[src/rtl/irq_pkg.sv]
package irq_pkg;
  typedef enum logic [2:0] {
    SQ_IDLE    = 3'd0,
    SQ_PUSH_FL = 3'd1,
    SQ_PUSH_PC = 3'd2,
    SQ_POP_PC  = 3'd3,
    SQ_POP_FL  = 3'd4
  } sq_state_e;
endpackage

[src/rtl/irq_ctl_regs.sv]
module irq_ctl_regs #(
  parameter int W = 16
) (
  input  logic         clk_i,
  input  logic         rst_ni,
  input  logic         irq_i,
  input  logic         set_vec_i,
  input  logic [W-1:0] vec_i,
  input  logic         ien_set_i,
  input  logic         ien_clr_i,
  input  logic         entry_last_i,
  output logic [W-1:0] vec_o,
  output logic         req_o,
  output logic         ien_o
);
  localparam int StateW = W + 2;

  logic [StateW-1:0] st_q;

  always_ff @(posedge clk_i or negedge rst_ni) begin
    if (!rst_ni) begin
      st_q <= '0;
    end else begin
      if (set_vec_i) st_q[StateW-1:2] <= vec_i;
      st_q[1] <= irq_i;
      // entry disable outranks clear, which outranks set
      if (entry_last_i)   st_q[0] <= 1'b0;
      else if (ien_clr_i) st_q[0] <= 1'b0;
      else if (ien_set_i) st_q[0] <= 1'b1;
    end
  end

  assign vec_o = st_q[StateW-1:2];
  assign req_o = st_q[1];
  assign ien_o = st_q[0];
endmodule

[src/rtl/irq_stack_fsm.sv]
module irq_stack_fsm
  import irq_pkg::*;
(
  input  logic      clk_i,
  input  logic      rst_ni,
  input  logic      hw_take_i,
  input  logic      swi_i,
  input  logic      rti_i,
  output sq_state_e state_o,
  output logic      start_o,
  output logic      entry_last_o
);
  sq_state_e state_q, state_d;

  always_comb begin
    state_d = state_q;
    unique case (state_q)
      SQ_IDLE: begin
        if (swi_i || hw_take_i) state_d = SQ_PUSH_FL;
        else if (rti_i)         state_d = SQ_POP_PC;
      end
      SQ_PUSH_FL: state_d = SQ_PUSH_PC;
      SQ_PUSH_PC: state_d = SQ_IDLE;
      SQ_POP_PC:  state_d = SQ_POP_FL;
      SQ_POP_FL:  state_d = SQ_IDLE;
      default:    state_d = SQ_IDLE;
    endcase
  end

  always_ff @(posedge clk_i or negedge rst_ni) begin
    if (!rst_ni) state_q <= SQ_IDLE;
    else         state_q <= state_d;
  end

  assign state_o      = state_q;
  assign start_o      = (state_q == SQ_IDLE) && (swi_i || hw_take_i || rti_i);
  assign entry_last_o = (state_q == SQ_PUSH_PC);
endmodule

[src/rtl/irq_stack_dp.sv]
module irq_stack_dp
  import irq_pkg::*;
#(
  parameter int W  = 16,
  parameter int FW = 2
) (
  input  logic          clk_i,
  input  logic          rst_ni,
  input  sq_state_e     state_i,
  input  logic          start_i,
  input  logic [W-1:0]  sp_i,
  input  logic [W-1:0]  pc_i,
  input  logic [FW-1:0] flags_i,
  input  logic [W-1:0]  vec_i,
  input  logic [W-1:0]  stk_rdata_i,
  output logic          stk_we_o,
  output logic          stk_re_o,
  output logic [W-1:0]  stk_addr_o,
  output logic [W-1:0]  stk_wdata_o,
  output logic          sp_we_o,
  output logic [W-1:0]  sp_o,
  output logic          pc_we_o,
  output logic [W-1:0]  pc_o,
  output logic          flags_we_o,
  output logic [FW-1:0] flags_o
);
  localparam logic [W-1:0] One = W'(1);

  logic [W-1:0]  sp_q, pc_q, sp_dn, sp_up;
  logic [FW-1:0] fl_q;

  assign sp_dn = sp_q - One;
  assign sp_up = sp_q + One;

  always_ff @(posedge clk_i or negedge rst_ni) begin
    if (!rst_ni) begin
      sp_q <= '0;
      pc_q <= '0;
      fl_q <= '0;
    end else if (start_i) begin
      sp_q <= sp_i;
      pc_q <= pc_i;
      fl_q <= flags_i;
    end else begin
      unique case (state_i)
        SQ_PUSH_FL, SQ_PUSH_PC: sp_q <= sp_dn;
        SQ_POP_PC, SQ_POP_FL:   sp_q <= sp_up;
        default:                sp_q <= sp_q;
      endcase
    end
  end

  always_comb begin
    stk_we_o    = 1'b0;
    stk_re_o    = 1'b0;
    stk_addr_o  = '0;
    stk_wdata_o = '0;
    sp_we_o     = 1'b0;
    sp_o        = '0;
    pc_we_o     = 1'b0;
    pc_o        = '0;
    flags_we_o  = 1'b0;
    flags_o     = '0;
    unique case (state_i)
      SQ_PUSH_FL: begin
        stk_we_o    = 1'b1;
        stk_addr_o  = sp_dn;
        stk_wdata_o = {{(W-FW){1'b0}}, fl_q};
        sp_we_o     = 1'b1;
        sp_o        = sp_dn;
      end
      SQ_PUSH_PC: begin
        stk_we_o    = 1'b1;
        stk_addr_o  = sp_dn;
        stk_wdata_o = pc_q;
        sp_we_o     = 1'b1;
        sp_o        = sp_dn;
        pc_we_o     = 1'b1;
        pc_o        = vec_i;
      end
      SQ_POP_PC: begin
        stk_re_o   = 1'b1;
        stk_addr_o = sp_q;
        sp_we_o    = 1'b1;
        sp_o       = sp_up;
        pc_we_o    = 1'b1;
        pc_o       = stk_rdata_i;
      end
      SQ_POP_FL: begin
        stk_re_o   = 1'b1;
        stk_addr_o = sp_q;
        sp_we_o    = 1'b1;
        sp_o       = sp_up;
        flags_we_o = 1'b1;
        flags_o    = stk_rdata_i[FW-1:0];
      end
      default: ;
    endcase
  end
endmodule

[src/rtl/irq_entry_ctrl.sv]
module irq_entry_ctrl
  import irq_pkg::*;
#(
  parameter int W  = 16,
  parameter int FW = 2
) (
  input  logic          clk_i,
  input  logic          rst_ni,
  input  logic          irq_i,
  input  logic          step1_i,
  input  logic          swi_i,
  input  logic          rti_i,
  input  logic          set_vec_i,
  input  logic [W-1:0]  vec_i,
  input  logic          ien_set_i,
  input  logic          ien_clr_i,
  input  logic [W-1:0]  pc_i,
  input  logic [FW-1:0] flags_i,
  input  logic [W-1:0]  sp_i,
  input  logic [W-1:0]  stk_rdata_i,
  output logic          stk_we_o,
  output logic          stk_re_o,
  output logic [W-1:0]  stk_addr_o,
  output logic [W-1:0]  stk_wdata_o,
  output logic          sp_we_o,
  output logic [W-1:0]  sp_o,
  output logic          pc_we_o,
  output logic [W-1:0]  pc_o,
  output logic          flags_we_o,
  output logic [FW-1:0] flags_o,
  output logic          busy_o,
  output logic          ien_o
);
  logic [W-1:0] vec_q;
  logic         req_q, ien_q, hw_take, start, entry_last;
  sq_state_e    state;

  irq_ctl_regs #(.W(W)) u_regs (
    .clk_i, .rst_ni, .irq_i, .set_vec_i, .vec_i, .ien_set_i, .ien_clr_i,
    .entry_last_i(entry_last),
    .vec_o(vec_q), .req_o(req_q), .ien_o(ien_q)
  );

  assign hw_take = step1_i && req_q && ien_q;

  irq_stack_fsm u_fsm (
    .clk_i, .rst_ni, .hw_take_i(hw_take), .swi_i, .rti_i,
    .state_o(state), .start_o(start), .entry_last_o(entry_last)
  );

  irq_stack_dp #(.W(W), .FW(FW)) u_dp (
    .clk_i, .rst_ni, .state_i(state), .start_i(start),
    .sp_i, .pc_i, .flags_i, .vec_i(vec_q), .stk_rdata_i,
    .stk_we_o, .stk_re_o, .stk_addr_o, .stk_wdata_o,
    .sp_we_o, .sp_o, .pc_we_o, .pc_o, .flags_we_o, .flags_o
  );

  assign busy_o = (state != SQ_IDLE);
  assign ien_o  = ien_q;
endmodule

[config.mk]
export PLATFORM = sky130hd
export DESIGN_NAME = irq_entry_ctrl
export DESIGN_NICKNAME = d
export VERILOG_FILES = /design/src/rtl/irq_pkg.sv /design/src/rtl/irq_ctl_regs.sv /design/src/rtl/irq_stack_fsm.sv /design/src/rtl/irq_stack_dp.sv /design/src/rtl/irq_entry_ctrl.sv
export SDC_FILE = /design/constraint.sdc
export NUM_CORES = 1
export LEC_CHECK = 0
export BUFFER_PORTS_ARGS = -buffer_cell sky130_fd_sc_hd__buf_2
export CAP_MARGIN = 0
export CORE_MARGIN = 1.5
export CORE_UTILIZATION = 54
export CTS_CLUSTER_DIAMETER = 150
export CTS_CLUSTER_SIZE = 20
export DETAILED_ROUTE_END_ITERATION = 6
export GPL_TIMING_DRIVEN = 0
export HOLD_SLACK_MARGIN = 0.15
export PLACE_DENSITY = 0.87
export SLEW_MARGIN = 25
export SYNTH_ARGS = -nofsm -noshare
export SYNTH_HDL_FRONTEND = slang
export SYNTH_SLANG_ARGS = --single-unit
[constraint.sdc]
create_clock -name clk_i -period 3.95 [get_ports clk_i]
set_input_delay 0.395 -clock clk_i [delete_from_list [all_inputs] [get_ports clk_i]]
set_output_delay 0.395 -clock clk_i [all_outputs]
set_load 0.02 [all_outputs]
==> flow_metrics.env <==
export IMPL_status="finished clean"
export IMPL_crit_family="simple AND/OR/NAND/NOR gates"
export IMPL_dp_slack_ps=1130
export IMPL_cts_buffers=5
export IMPL_setup_viol_count_final=0
export IMPL_clock_sinks=55
export IMPL_cts_tree="done"
export IMPL_num_antenna_cells=0
export IMPL_grt_pass1_wl_um=18900
export IMPL_drtIter0Drc=282
export IMPL_setup_tns_ps=0
export IMPL_tightest_slew_ps=761
export IMPL_cts_buffer_depth=2
export IMPL_hpwl_um=9050
export IMPL_slowest_stage="nor4b_1"
export IMPL_wl_met3_um=1050
export IMPL_fmax_mhz=309
export IMPL_rsz0062_at_grt="false"
export IMPL_syn_instance_count=431
export IMPL_synth_largest_area_cell="dfrtp_1"
export IMPL_cp_common_cell="buf_2"
export IMPL_avgSynthCellArea_um2=8.96
export IMPL_vias=3976
export IMPL_yosys_register_bits=55
export IMPL_period_minus_slack_ps=3230
export IMPL_layout_commonest_cell="buf_2"
export IMPL_post_route_drc_count=0
export IMPL_cp_max_fo=10
export IMPL_dieArea_um2=7670
export IMPL_p_leak_nw=2.33
export IMPL_nets=662
export IMPL_synth_area_leaders="dfrtp_1 (36%), mux2_2 (9.9%), mux2i_1 (6.2%)"
export IMPL_postCtsHoldBufs=1
export IMPL_grt_pass1_vias=3898
export IMPL_synth_top_area_share_pct=35.6
export IMPL_fp_dieW_um=87.6
export IMPL_cp_end_kind="primary output"
export IMPL_top_layer="met4"
export IMPL_grt_overflow=0
export IMPL_num_rows=30
export IMPL_area_growth_pct=24.8
export IMPL_holdWs_ps=192
export IMPL_grt_max_degree=56
export IMPL_synth_edf_count=0
export IMPL_ios=148
export IMPL_required_ps=3560
export IMPL_max_cap_violations=0
export IMPL_wire_per_inst_um=18.0
export IMPL_grt_usage_pct=32.4
export IMPL_post_cts_resized=0
export IMPL_synth_async_reset_ratio_pct=100
export IMPL_htreeDepth=2
export IMPL_critPathMaxStageDelay_ps=650
export IMPL_fin_skew_ps=9.35
export IMPL_drive_above_1_share_pct=38.7
export IMPL_setup_slack_ps=717
export IMPL_p_per_area_nw_per_um2=939
export IMPL_vias_per_cell=5.83
export IMPL_core_um2=6870
export IMPL_crit_type="reg2out"
export IMPL_wirelength_um=12300
export IMPL_ys_warn_count=0
export IMPL_cp_arrival_ps=2840
export IMPL_path_buf_inv=3
export IMPL_finalHoldViolations=0
export IMPL_hp_class="in2reg"
export IMPL_drv_slew=0
export IMPL_met1Wirelength_um=4760
export IMPL_clk_pin_slew_ps=110
export IMPL_final_cell_mix="buf_2 (158), dfrtp_1 (55), nor2_1 (53), mux2_2 (34), nand2_1 (29)"
export IMPL_clock_latency_ps=320
export IMPL_place_congestion=0.967
export IMPL_synth_flop_cell="dfrtp_1"
export IMPL_ant_nets=0
export IMPL_synth_cell_types=66
export IMPL_synthesis_area_um2=3860
export IMPL_met2_length_um=6090
export IMPL_worstPathCellList="buf_2 > inv_1 > ha_1 > nor4b_1 > nand4_1 > nor2_1 > nor3_1 > a31oi_1 > buf_2"
export IMPL_portBuffers=146
export IMPL_root_buffer="clkbuf_8"
export IMPL_start_kind="flip-flop"
export IMPL_cts_setup_buffers=0
export IMPL_die_y_um=87.6
export IMPL_maxSlewHeadroom_pct=48.6
export IMPL_initial_utilization_pct=56.2
export IMPL_syn_nets=508
export IMPL_yosysSeqAreaShare_pct=35.6
export IMPL_antenna_found_initial=0
export IMPL_min_period_over_period_pct=81.9
export IMPL_drt_pre_antenna_iters=5
export IMPL_vdd_drop_max_v=0.000490
==> cell families (layout without fill, tap and decap cells) <==
kind of cell	after synthesis	after routing	share of synthesized area (%)
AO/OA/AOI/OAI	99	99	17.1
XOR/XNOR	14	14	3.37
adder cells (fa/ha/maj)	2	2	0.648
buffers and inverters	49	204	6.19
flip-flops	55	55	35.6
multiplexers	59	59	16.7
AND/OR/NAND/NOR	153	153	20.4
==> sequential cells by signal, summed over array words and instances, names as in the netlist <==
name,flops
u_regs.st_q,18
u_dp.pc_q,16
u_dp.sp_q,16
u_fsm.state_o,3
u_dp.fl_q,2
==> per-layer routing <==
layer,global-route usage [%],vias to the layer above
met5,0,-
met4,14.0,0
met3,8.48,39
li1,-,1846
met1,37.9,1884
met2,56.2,207
==> worst reg2reg max path, delay by kind of cell (launching register included) <==
kind / cells / cell delay, ps
xor+xnor: 1 / 220
buf+inv: 2 / 270
simple gates: 3 / 1050
compound gates: 1 / 190
flops: 1 / 430
fa+ha+maj: 1 / 240
==> final timing paths <==
| path | from | to | slack (ps) | cells past startpoint |
|---|---|---|---|---|
| max in group asynchronous | rst_ni | u_dp.sp_q[0]$_DFFE_PN0P_ | 2780 | 2 |
| worst max-delay path | u_dp.sp_q[0]$_DFFE_PN0P_ | sp_o[12] | 720 | 9 |
| min in group asynchronous | rst_ni | u_dp.pc_q[3]$_DFFE_PN0P_ | 680 | 2 |
| worst max register to register | u_dp.sp_q[0]$_DFFE_PN0P_ | u_dp.sp_q[12]$_DFFE_PN0P_ | 1450 | 8 |
| worst min-delay path | irq_i | u_regs.st_q[1]$_DFF_PN0_ | 190 | 1 |
| worst min register to register | u_dp.pc_q[10]$_DFFE_PN0P_ | u_dp.pc_q[10]$_DFFE_PN0P_ | 510 | 1 |
==> final cells by class <==
type	count	area (um2)
well taps	96	120
inverters	10	46.3
multi-input cells	327	2250
plain buffers	39	193
clock buffers	5	68.8
repair buffers	147	743
fillers	559	2050
clock inverters	3	25.0
flip-flops and latches	55	1380
==> synthesized netlist by cell type (5+ instances only) <==
library cell / n
xnor2_1: 7
a22oi_1: 6
a31oi_1: 11
nand4_1: 5
clkbuf_1: 16
dfrtp_1: 55
inv_1: 5
nor3_1: 10
xor2_1: 6
o21ai_1: 8
nand3_1: 8
buf_2: 13
and3_1: 7
mux2i_1: 24
and2_1: 19
nor2_1: 53
a21oi_1: 22
o21ai_0: 20
o22ai_1: 5
nand2_1: 29
mux2_2: 34
==> power breakdown <==
group	switching [W]	internal (W)	leakage [nW]	total (W)
clock	0.000205	0.000127	0.0443	0.000332
combinational	0.00210	0.00120	1.64	0.00330
sequential	0.000118	0.000777	0.651	0.000895
total	0.00242	0.00210	2.33	0.00452
==> per-stage QoR <==
step / utilization, % / instance area, um2 / power (W) / cells
after detailed placement: 68.6 / 4710 / 0.00415 / 673
after global routing: 70.1 / 4820 / 0.00482 / 682
after global placement: 68.6 / 4710 / 0.00406 / 673
after floorplan: - / 3860 / 0.00322 / 431
final: 70.1 / 4820 / 0.00452 / 682
after CTS: 70.1 / 4820 / 0.00449 / 682
Power figures use the tool's default switching activity.
